## config.mk

```make
export PLATFORM = sky130hd
export DESIGN_NAME = ebp_page_writer
export DESIGN_NICKNAME = d
export VERILOG_FILES = /design/src/rtl/ebp_pkg.sv /design/src/rtl/ebp_step_gen.sv /design/src/rtl/ebp_bus_writer.sv /design/src/rtl/ebp_ready_watch.sv /design/src/rtl/ebp_page_writer.sv
export SDC_FILE = /design/constraint.sdc
export NUM_CORES = 1
export LEC_CHECK = 0
export CORE_ASPECT_RATIO = 1.4
export CORE_UTILIZATION = 51
export CTS_CLUSTER_DIAMETER = 150
export DETAILED_ROUTE_END_ITERATION = 8
export HOLD_SLACK_MARGIN = 0.06
export PLACE_DENSITY = 0.79
export SETUP_SLACK_MARGIN = 0.3
export SKIP_LAST_GASP = 1
export SYNTH_ARGS = -nofsm -noshare
export SYNTH_HDL_FRONTEND = slang
export SYNTH_SLANG_ARGS = --single-unit
```

## constraint.sdc

```tcl
create_clock -name clk -period 2.8 [get_ports clk]
set_input_delay 0.42 -clock clk [delete_from_list [all_inputs] [get_ports clk]]
set_output_delay 0.42 -clock clk [all_outputs]
set_load 0.01 [all_outputs]
```

## src/rtl/ebp_pkg.sv

```systemverilog
// Shared constants and types for the enhanced buffered page programmer.
// Assumes a 16-bit flash data bus; the command codes are word-mode values.
package ebp_pkg;
    localparam int WORD_W = 16;

    // Which write script the sequencer is stepping through.
    typedef enum logic [1:0] {
        SCR_PROG  = 2'd0,
        SCR_EXIT  = 2'd1,
        SCR_ABORT = 2'd2
    } script_e;

    localparam logic [11:0] A_KEY1 = 12'h555;
    localparam logic [11:0] A_KEY2 = 12'h2AA;

    localparam logic [WORD_W-1:0] D_KEY1    = 16'h00AA;
    localparam logic [WORD_W-1:0] D_KEY2    = 16'h0055;
    localparam logic [WORD_W-1:0] D_ENTER   = 16'h0038;
    localparam logic [WORD_W-1:0] D_SETUP   = 16'h0033;
    localparam logic [WORD_W-1:0] D_CONFIRM = 16'h0029;
    localparam logic [WORD_W-1:0] D_LEAVE1  = 16'h0090;
    localparam logic [WORD_W-1:0] D_LEAVE2  = 16'h0000;
    localparam logic [WORD_W-1:0] D_ABORT   = 16'h00F0;
endpackage

```

## src/rtl/ebp_step_gen.sv

```systemverilog
// Maps (script, step index) to the address/data of one bus write.
// Purely combinational. Program script: 3 entry writes, setup code,
// 2**OFS_W data writes, confirm. Assumes ADDR_W > OFS_W and ADDR_W >= 12.
module ebp_step_gen
    import ebp_pkg::*;
#(
    parameter int ADDR_W = 24,
    parameter int OFS_W  = 8,
    parameter int IDX_W  = 9
) (
    input  script_e                  scr,
    input  logic [IDX_W-1:0]         idx,
    input  logic [ADDR_W-OFS_W-1:0]  blk,
    input  logic [WORD_W-1:0]        src_data,
    output logic [ADDR_W-1:0]        addr,
    output logic [WORD_W-1:0]        data,
    output logic                     last,
    output logic [OFS_W-1:0]         ofs
);
    localparam int PAGE = 1 << OFS_W;
    localparam logic [IDX_W-1:0] I_CONF = IDX_W'(PAGE + 4);

    logic [ADDR_W-1:0] base;
    logic [ADDR_W-1:0] key1;
    logic [ADDR_W-1:0] key2;

    assign base = {blk, {OFS_W{1'b0}}};
    assign key1 = ADDR_W'(A_KEY1);
    assign key2 = ADDR_W'(A_KEY2);
    // Data writes start at step 4; the offset is the step minus that.
    assign ofs  = OFS_W'(idx - IDX_W'(4));

    // Select the write for the current step of the current script.
    always_comb begin
        addr = key1;
        data = D_KEY1;
        last = 1'b0;
        case (scr)
            SCR_PROG: begin
                if (idx == IDX_W'(0)) begin
                    addr = key1; data = D_KEY1;
                end else if (idx == IDX_W'(1)) begin
                    addr = key2; data = D_KEY2;
                end else if (idx == IDX_W'(2)) begin
                    addr = key1; data = D_ENTER;
                end else if (idx == IDX_W'(3)) begin
                    addr = base; data = D_SETUP;
                end else if (idx == I_CONF) begin
                    addr = base; data = D_CONFIRM; last = 1'b1;
                end else begin
                    addr = {blk, ofs}; data = src_data;
                end
            end
            SCR_EXIT: begin
                addr = '0;
                data = (idx == IDX_W'(0)) ? D_LEAVE1 : D_LEAVE2;
                last = (idx == IDX_W'(1));
            end
            SCR_ABORT: begin
                if (idx == IDX_W'(0)) begin
                    addr = key1; data = D_KEY1;
                end else if (idx == IDX_W'(1)) begin
                    addr = key2; data = D_KEY2;
                end else begin
                    addr = key1; data = D_ABORT;
                end
                last = (idx == IDX_W'(2));
            end
            default: ;
        endcase
    end
endmodule

```

## src/rtl/ebp_bus_writer.sv

```systemverilog
// Executes one flash bus write: latches address/data on go, keeps the
// strobe high SETUP_CLKS, low PULSE_CLKS, high HOLD_CLKS, then pulses fin.
// Assumes every timing parameter is at least 1 and go only arrives when idle.
module ebp_bus_writer #(
    parameter int ADDR_W     = 24,
    parameter int DATA_W     = 16,
    parameter int SETUP_CLKS = 2,
    parameter int PULSE_CLKS = 3,
    parameter int HOLD_CLKS  = 2
) (
    input  logic              clk,
    input  logic              rst_n,
    input  logic              go,
    input  logic [ADDR_W-1:0] wr_addr,
    input  logic [DATA_W-1:0] wr_data,
    output logic              idle,
    output logic              fin,
    output logic [ADDR_W-1:0] bus_addr,
    output logic [DATA_W-1:0] bus_dq,
    output logic              bus_we_n
);
    localparam int TOTAL = SETUP_CLKS + PULSE_CLKS + HOLD_CLKS;
    localparam int CNT_W = $clog2(TOTAL);
    localparam logic [CNT_W-1:0] C_LO  = CNT_W'(SETUP_CLKS);
    localparam logic [CNT_W-1:0] C_HI  = CNT_W'(SETUP_CLKS + PULSE_CLKS);
    localparam logic [CNT_W-1:0] C_END = CNT_W'(TOTAL - 1);

    logic             active;
    logic [CNT_W-1:0] cnt;

    // Step through the write window and hold the bus values for it.
    always_ff @(posedge clk) begin
        if (!rst_n) begin
            active   <= 1'b0;
            cnt      <= '0;
            fin      <= 1'b0;
            bus_addr <= '0;
            bus_dq   <= '0;
        end else begin
            fin <= 1'b0;
            if (!active) begin
                if (go) begin
                    active   <= 1'b1;
                    cnt      <= '0;
                    bus_addr <= wr_addr;
                    bus_dq   <= wr_data;
                end
            end else if (cnt == C_END) begin
                active <= 1'b0;
                fin    <= 1'b1;
            end else begin
                cnt <= cnt + CNT_W'(1);
            end
        end
    end

    assign idle     = !active;
    assign bus_we_n = !(active && (cnt >= C_LO) && (cnt < C_HI));
endmodule

```

## src/rtl/ebp_ready_watch.sv

```systemverilog
// After arm, waits for the synchronized ready/busy line to go busy and
// then ready (ok pulse), or for TIMEOUT_CLKS clocks (expired pulse).
// Assumes flash_rb is asynchronous to clk; two flops resynchronize it.
module ebp_ready_watch #(
    parameter int TIMEOUT_CLKS = 4096
) (
    input  logic clk,
    input  logic rst_n,
    input  logic arm,
    input  logic rb,
    output logic ok,
    output logic expired
);
    localparam int T_W = $clog2(TIMEOUT_CLKS + 1);
    localparam logic [T_W-1:0] T_END = T_W'(TIMEOUT_CLKS - 1);

    typedef enum logic [1:0] {W_OFF, W_BUSY, W_READY} wst_e;

    wst_e           wst;
    logic [T_W-1:0] tcnt;
    logic           rb_meta;
    logic           rb_s;

    // Bring the ready/busy line into the clock domain.
    always_ff @(posedge clk) begin
        if (!rst_n) begin
            rb_meta <= 1'b1;
            rb_s    <= 1'b1;
        end else begin
            rb_meta <= rb;
            rb_s    <= rb_meta;
        end
    end

    // Track the busy-then-ready handshake against the timeout window.
    always_ff @(posedge clk) begin
        if (!rst_n) begin
            wst     <= W_OFF;
            tcnt    <= '0;
            ok      <= 1'b0;
            expired <= 1'b0;
        end else begin
            ok      <= 1'b0;
            expired <= 1'b0;
            if (wst == W_OFF) begin
                if (arm) begin
                    wst  <= W_BUSY;
                    tcnt <= '0;
                end
            end else if (wst == W_READY && rb_s) begin
                ok  <= 1'b1;
                wst <= W_OFF;
            end else if (tcnt == T_END) begin
                expired <= 1'b1;
                wst     <= W_OFF;
            end else begin
                tcnt <= tcnt + T_W'(1);
                if (wst == W_BUSY && !rb_s) wst <= W_READY;
            end
        end
    end
endmodule

```

## src/rtl/ebp_page_writer.sv

```systemverilog
// Sequencer for one enhanced buffered page program: entry, setup, full
// ascending data burst, confirm, ready/busy wait, then exit or abort.
// Assumes a 16-bit flash bus and a source that answers src_idx combinationally.
module ebp_page_writer
    import ebp_pkg::*;
#(
    parameter int ADDR_W       = 24,
    parameter int OFS_W        = 8,
    parameter int SETUP_CLKS   = 2,
    parameter int PULSE_CLKS   = 3,
    parameter int HOLD_CLKS    = 2,
    parameter int TIMEOUT_CLKS = 4096
) (
    input  logic                    clk,
    input  logic                    rst_n,
    input  logic                    start,
    input  logic [ADDR_W-OFS_W-1:0] page_sel,
    output logic [OFS_W-1:0]        src_idx,
    input  logic [WORD_W-1:0]       src_data,
    input  logic                    flash_rb,
    output logic                    busy,
    output logic                    done,
    output logic                    error,
    output logic [ADDR_W-1:0]       flash_addr,
    output logic [WORD_W-1:0]       flash_dq,
    output logic                    flash_ce_n,
    output logic                    flash_we_n
);
    localparam int PAGE  = 1 << OFS_W;
    localparam int IDX_W = $clog2(PAGE + 5);
    localparam int BLK_W = ADDR_W - OFS_W;

    typedef enum logic [1:0] {ST_IDLE, ST_RUN, ST_WAIT, ST_DONE} st_e;

    st_e               st;
    script_e           scr;
    logic [IDX_W-1:0]  idx;
    logic [BLK_W-1:0]  blk_q;
    logic              launched;
    logic              err_q;

    logic              go;
    logic              wr_idle;
    logic              wr_fin;
    logic [ADDR_W-1:0] step_addr;
    logic [WORD_W-1:0] step_data;
    logic              step_last;
    logic              arm;
    logic              rdy_ok;
    logic              rdy_exp;

    ebp_step_gen #(.ADDR_W(ADDR_W), .OFS_W(OFS_W), .IDX_W(IDX_W)) u_step (
        .scr      (scr),
        .idx      (idx),
        .blk      (blk_q),
        .src_data (src_data),
        .addr     (step_addr),
        .data     (step_data),
        .last     (step_last),
        .ofs      (src_idx)
    );

    ebp_bus_writer #(
        .ADDR_W(ADDR_W), .DATA_W(WORD_W), .SETUP_CLKS(SETUP_CLKS),
        .PULSE_CLKS(PULSE_CLKS), .HOLD_CLKS(HOLD_CLKS)
    ) u_wr (
        .clk      (clk),
        .rst_n    (rst_n),
        .go       (go),
        .wr_addr  (step_addr),
        .wr_data  (step_data),
        .idle     (wr_idle),
        .fin      (wr_fin),
        .bus_addr (flash_addr),
        .bus_dq   (flash_dq),
        .bus_we_n (flash_we_n)
    );

    ebp_ready_watch #(.TIMEOUT_CLKS(TIMEOUT_CLKS)) u_watch (
        .clk     (clk),
        .rst_n   (rst_n),
        .arm     (arm),
        .rb      (flash_rb),
        .ok      (rdy_ok),
        .expired (rdy_exp)
    );

    assign go  = (st == ST_RUN) && !launched && wr_idle;
    assign arm = (st == ST_RUN) && wr_fin && step_last && (scr == SCR_PROG);

    // Operation state, script position and page capture.
    always_ff @(posedge clk) begin
        if (!rst_n) begin
            st       <= ST_IDLE;
            scr      <= SCR_PROG;
            idx      <= '0;
            blk_q    <= '0;
            launched <= 1'b0;
            err_q    <= 1'b0;
        end else begin
            case (st)
                ST_IDLE: if (start) begin
                    st       <= ST_RUN;
                    scr      <= SCR_PROG;
                    idx      <= '0;
                    blk_q    <= page_sel;
                    launched <= 1'b0;
                    err_q    <= 1'b0;
                end
                ST_RUN: begin
                    if (go) launched <= 1'b1;
                    if (wr_fin) begin
                        launched <= 1'b0;
                        if (step_last) begin
                            st <= (scr == SCR_PROG) ? ST_WAIT : ST_DONE;
                        end else begin
                            idx <= idx + IDX_W'(1);
                        end
                    end
                end
                ST_WAIT: begin
                    if (rdy_ok) begin
                        st  <= ST_RUN;
                        scr <= SCR_EXIT;
                        idx <= '0;
                    end else if (rdy_exp) begin
                        st    <= ST_RUN;
                        scr   <= SCR_ABORT;
                        idx   <= '0;
                        err_q <= 1'b1;
                    end
                end
                default: st <= ST_IDLE;
            endcase
        end
    end

    assign busy       = (st != ST_IDLE);
    assign done       = (st == ST_DONE);
    assign error      = done && err_q;
    assign flash_ce_n = !busy;
endmodule

```

# == Yosys cells after proc, flatten, opt, wreduce, memory -nomap -nowiden ==
# Index checks and enable logic that the tools add are counted.
# totals
wordCells,153
input_bits,36
ff_bits,95
# classes
reduce_logical,38
bitwise,2
n_eq_ne,25
order_cmp,2
mux,65
addsub,4
# op_table
op,n
$mux 16,6
$mux 24,4
$pmux 24 s3,1
$mux 13,4
$pmux 16 s3,1
$mux 9,5
$mux 8,4
$pmux 9 s3,1
$mux 2,13
$eq 9x2->1 const B,2
$mux 1,17
$add 13x1->13 const B,1
$eq 13x12->1 const B,1
$ne 2x2->1 const B,6
$mux 11,1
$logic_and 1x1->1,10
$reduce_and 2->1,5
$add 9x1->9 const B,1
$eq 9x1->1 const B,1
$eq 9x9->1 const B,1
$logic_not 9->1,1
$mux 3,3
$reduce_and 3->1,3
$eq 2x2->1 const B,4
other kinds (23),40

# == Longest topological paths before layout ==
# depth
depth_word,11
depth_mapped,8
mapped_depth_nobuf,7

# == By module ==
# A second synthesis with hierarchy kept.
# hier_totals
hier_cells,603
hier_area_um2,4773.3
# modules_own_cells
mod,instances,seq_area_each_um2,cells_per_inst,area_each_um2
ebp_bus_writer,1,900.9,202,1747.9
ebp_page_writer,1,620.6,170,1330.0
ebp_ready_watch,1,380.4,107,932.1
ebp_step_gen,1,0.0,124,763.2

# == Worst setup path after synthesis ==
# OpenSTA, ideal clock, no wires.
# synth_timing
kind,reg2reg
start,register idx[4]
end,register u_watch.tcnt[9]
setup_slack_ns,0.566
arrival_time_ns,2.119
period_less_slack_ns,2.234
path_stages_with_launch,8
required_ns,2.685
cell_sequence,dfxtp_1 buf_6 or4_4 buf_6 or4_4 o22ai_2 a31oi_1 o21ba_1
# synth_between
elab_chain_cells,11
word_cells_on_any_way,15
# synth_rtl
item,line_no,rtl
"start, declared",ebp_page_writer.sv:37,logic [IDX_W-1:0] idx;
"start signal, assigned",ebp_page_writer.sv:117,idx <= idx + IDX_W'(1);
$eq 9x9->1,ebp_step_gen.sv:48,end else if (idx == I_CONF) begin
$mux 1,ebp_step_gen.sv:48,
$mux 1,ebp_step_gen.sv:46,end else if (idx == IDX_W'(3)) begin
$mux 1,ebp_step_gen.sv:44,end else if (idx == IDX_W'(2)) begin
$mux 1,ebp_step_gen.sv:42,end else if (idx == IDX_W'(1)) begin
$mux 1,ebp_step_gen.sv:40,if (idx == IDX_W'(0)) begin
$pmux 1 s3 *,ebp_step_gen.sv:38,case (scr)
$logic_and 1x1->1 * (2 in a row),ebp_page_writer.sv:89,assign arm = (st == ST_RUN) && wr_fin && step_last && (scr == SCR_PROG);
$ne 2x2->1 (no line) *,n/a,
$reduce_and 3->1 (no line) *,n/a,
"end signal, assigned",ebp_ready_watch.sv:57,tcnt <= tcnt + T_W'(1);
"end, declared",ebp_ready_watch.sv:20,logic [T_W-1:0] tcnt;
# Mark *: on every way between the ends. The rest lies on a longest branch, timed or not.
# A chain may end at the register's enable or synchronous reset.

# == Final worst setup path ==
# layout_timing
start,register idx[1]
end,register u_watch.tcnt[9]
# The elaborated chain is that of the path after synthesis.

==> summary.md <==
| Metric | Value |
|---|---|
| Largest net degree at the start of global routing | `31` |
| Reg clk slew, reported paths | `70 ps` |
| Synth Area in Adders | `3.354%` |
| Syn nets | `551` |
| Routed len/inst | `16.69 µm` |
| First-pass DRT Iterations | `5` |
| Die Width | `80.52 µm` |
| Endpoint class of the critical path | `flop` |
| Worst-case clock buffer depth | `2` |
| All-layer global routing usage | `26.69%` |
| Final Cycle Share | `84.58%` |
| Tot Pwr | `2969 µW` |
| Gp weighted congestion | `0.9223` |
| Cell Pwr Density | `522.5 nW/µm²` |
| Largest family of logic cells by synthesized area | `simple AND/OR/NAND/NOR gates` |
| Final setup TNS | `0 ps` |
| IO buf count | `88` |
| Io pins | `89` |
| Vias in the first global route | `3879` |
| Setup Crit Path Kind | `flop to flop` |
| Root buf cell | `clkbuf_16` |
| Final min period | `2368 ps` |
| Post-Synth Simple-Gate Area | `23.93%` |
| Clk_lat worst skew | `340 ps` |
| Max FO, Critical Path | `11` |
| Mean Syn Cell Area | `8.734 µm²` |
| Final HPWL DP | `8316 µm` |
| H-tree Lvls | `3` |
| First-pass GRT wire length | `18530 µm` |
| Slew @ Worst Pin | `1261 ps` |
| Initial antenna violation count | `0` |
| Hold WC Path Type | `flop to flop` |
| Seq/Total Area, Yosys | `43.21%` |
| Fin util | `68.90%` |
| Fmax achieved | `422.3 MHz` |
| Critical Path AT | `2600 ps` |
| CTS Hold Bufs | `0` |
| #FFs+latches synth | `95` |
| Max-Slew Margin vs Limit | `15.53%` |
| Clk sinks | `95` |
| XOR/XNOR Fraction of Synth Area | `2.786%` |
| Ant diodes | `0` |
| Num rows | `39` |
| Initial DRC count | `271` |
| Post-CTS Setup Inserts | `0` |
| Die height | `111.9 µm` |
| Vias | `4047` |
| Yosys cell types | `62` |
| CP Data Required Time | `3030 ps` |
| Status | `finished, final reports clean` |
| Synth Instances | `504` |
| Die area | `9011 µm²` |
| Routed WL | `11450 µm` |
| DRC errors left | `0` |
| Layout Skew | `7.985 ps` |
| Mux cell area share after synthesis | `0.2274%` |
| Area grow syn2layout | `29.08%` |
| Share of post-route cells with drive strength above 1 | `7.705%` |
| Pleak | `0.002153 µW` |
| Post-synth EDFFs | `0` |
| Slack of the worst reg-to-reg path | `430 ps` |
| Global route overflow | `0` |
| Post-CTS Resized | `1` |
| Clock tree from TritonCTS | `built` |
| Top_reg_cell synth | `dfxtp_1` |
| Inserted Clock Buffers | `9` |
| Antenna Nets Post-Route | `0` |
| RSZ-0062 raised after global routing | `true` |
| Worst Setup Start Kind | `flop` |
| Core ar. | `8247 µm²` |
| Maximum VDD drop | `0.0003886 V` |
| Vias per std cell | `5.899` |
| Max Slew Vio Count | `0` |
| Initial Utilization | `53.38%` |
| Mapped Area | `4402 µm²` |
| Post-synth ARST share | `0%` |
| Max-cap violations | `0` |
| Setup violators final | `0` |
| Complex-gate fraction of the synthesized area | `21.89%` |
| Fin. Hold Viols | `0` |
| Layout Nets | `626` |
| Ys Warns | `0` |
-- path summary, 6_finish.rpt --
| path | cells after the start | start | end |
|---|---|---|---|
| setup / recovery | 7 | idx[1]$_SDFFE_PN0P_ | u_watch.tcnt[9]$_SDFFE_PN0P_ |
| hold / removal | 1 | u_watch.rb_meta$_SDFF_PN1_ | u_watch.rb_s$_SDFF_PN1_ |
| setup reg to reg | 7 | idx[1]$_SDFFE_PN0P_ | u_watch.tcnt[9]$_SDFFE_PN0P_ |
| hold reg to reg | 1 | u_watch.rb_meta$_SDFF_PN1_ | u_watch.rb_s$_SDFF_PN1_ |
-- critical path, stage by stage (launching register included) --
cell and delay (ps):
dfxtp_1 400, inv_1 150, ha_2 320, nand4b_1 180, a211oi_4 440, nor2_1 180
o31ai_4 380, o21ba_1 210
-- kinds of logic (layout without fill, tap and decap cells) --
| logic type | count (synthesis) | count (layout) |
|---|---|---|
| flops | 95 | 95 |
| mux | 1 | 1 |
| fa+ha+maj | 12 | 12 |
| compound gates | 132 | 132 |
| buf+inv | 47 | 127 |
| xor+xnor | 14 | 14 |
| simple gates | 203 | 203 |
-- area by class of cell --
cell class,count,area (µm²)
clock inverter,6,91.34
fill,666,2565
timing repair buffer,99,958.4
clock buffer,10,239.0
multi-input combinational,362,2317
tap,102,127.6
inverter,12,45.04
sequential,95,1903
-- power breakdown --
part / total (µW) / switching [µW] / leakage, µW / internal, µW
Clock: 1340 / 523 / 0.000163 / 813
Combinational: 224 / 111 / 0.00122 / 113
Sequential: 1410 / 23.3 / 0.000772 / 1390
-- metrics by stage --
step                hold WS (ps)  area [µm²]  setup WS [ps]  instances
floorplan                  386.3        4402          566.0        504
global placement           392.7        5339          393.2        670
detailed placement         410.0        5339          266.8        670
CTS                        425.3        5678          332.7        686
global route               446.9        5682          253.9        686
finish                     425.9        5682          431.8        686
-- cells in the final DEF (no fill, tap or decap), types with 4 or more instances in the layout --
| cell | instances |
|---|---|
| a21boi_0 | 21 |
| a21oi_1 | 22 |
| a221o_1 | 6 |
| a22o_1 | 20 |
| a31oi_1 | 4 |
| and2_1 | 8 |
| and3_1 | 9 |
| and4_1 | 5 |
| buf_4 | 11 |
| clkbuf_16 | 9 |
| clkdlybuf4s50_1 | 87 |
| dfxtp_1 | 94 |
| ha_1 | 10 |
| inv_1 | 12 |
| nand2_1 | 62 |
| nand2b_1 | 5 |
| nand3_1 | 13 |
| nand4_1 | 5 |
| nor2_1 | 33 |
| nor2b_1 | 8 |
| nor3_1 | 17 |
| nor3b_1 | 5 |
| nor4_1 | 9 |
| o21a_1 | 4 |
| o21ai_0 | 26 |
| or2_2 | 4 |
| or3_1 | 5 |
| xnor2_1 | 11 |
-- routing by layer --
metal / GRT usage (%) / vias to the layer above / routed length (µm) / share of wire [%]
met5: 0 / - / 0 / 0
met4: 13.69 / 0 / 357 / 3.1
met3: 3.607 / 29 / 444 / 3.9
met2: 45.71 / 113 / 5790 / 51
met1: 31.83 / 1937 / 4858 / 42
li1: - / 1968 / - / -
-- registers in the layout (all words and copies together) (netlist names) --
| register | flops |
|---|---|
| scr | 2 |
| u_wr.cnt | 3 |
| u_watch.rb_meta | 1 |
| u_wr.active | 1 |
| u_watch.tcnt | 13 |
| idx | 9 |
| u_wr.fin | 1 |
| launched | 1 |
| err_q | 1 |
| st | 2 |
| blk_q | 16 |
| u_watch.rb_s | 1 |
| u_wr.bus_addr | 24 |
| u_wr.bus_dq | 16 |
| u_watch.ok | 1 |
| u_watch.wst | 2 |
| u_watch.expired | 1 |
-- synthesized netlist by cell type (4+ instances only) --
cell      count  share of area, %
a21boi_0     21               3.6
a21oi_1      22               2.5
a221o_1       6               1.4
a22o_1       20               4.0
a31oi_1       4              0.57
and2_1        8               1.1
and3_1        9               1.3
and4_1        5              0.99
clkbuf_1     27               2.3
dfxtp_1      95                43
ha_1         11               3.1
inv_1        12               1.0
nand2_1      62               5.3
nand2b_1      5              0.71
nand3_1      13               1.5
nand4_1       5              0.71
nor2_1       33               2.8
nor2b_1       9               1.3
nor3_1       17               1.9
nor3b_1       5              0.85
nor4_1        9               1.3
o21a_1        4              0.68
o21ai_0      26               3.0
or2_2         4              0.57
or3_1         5              0.71
xnor2_1      11               2.2
Power figures use the tool's default switching activity.
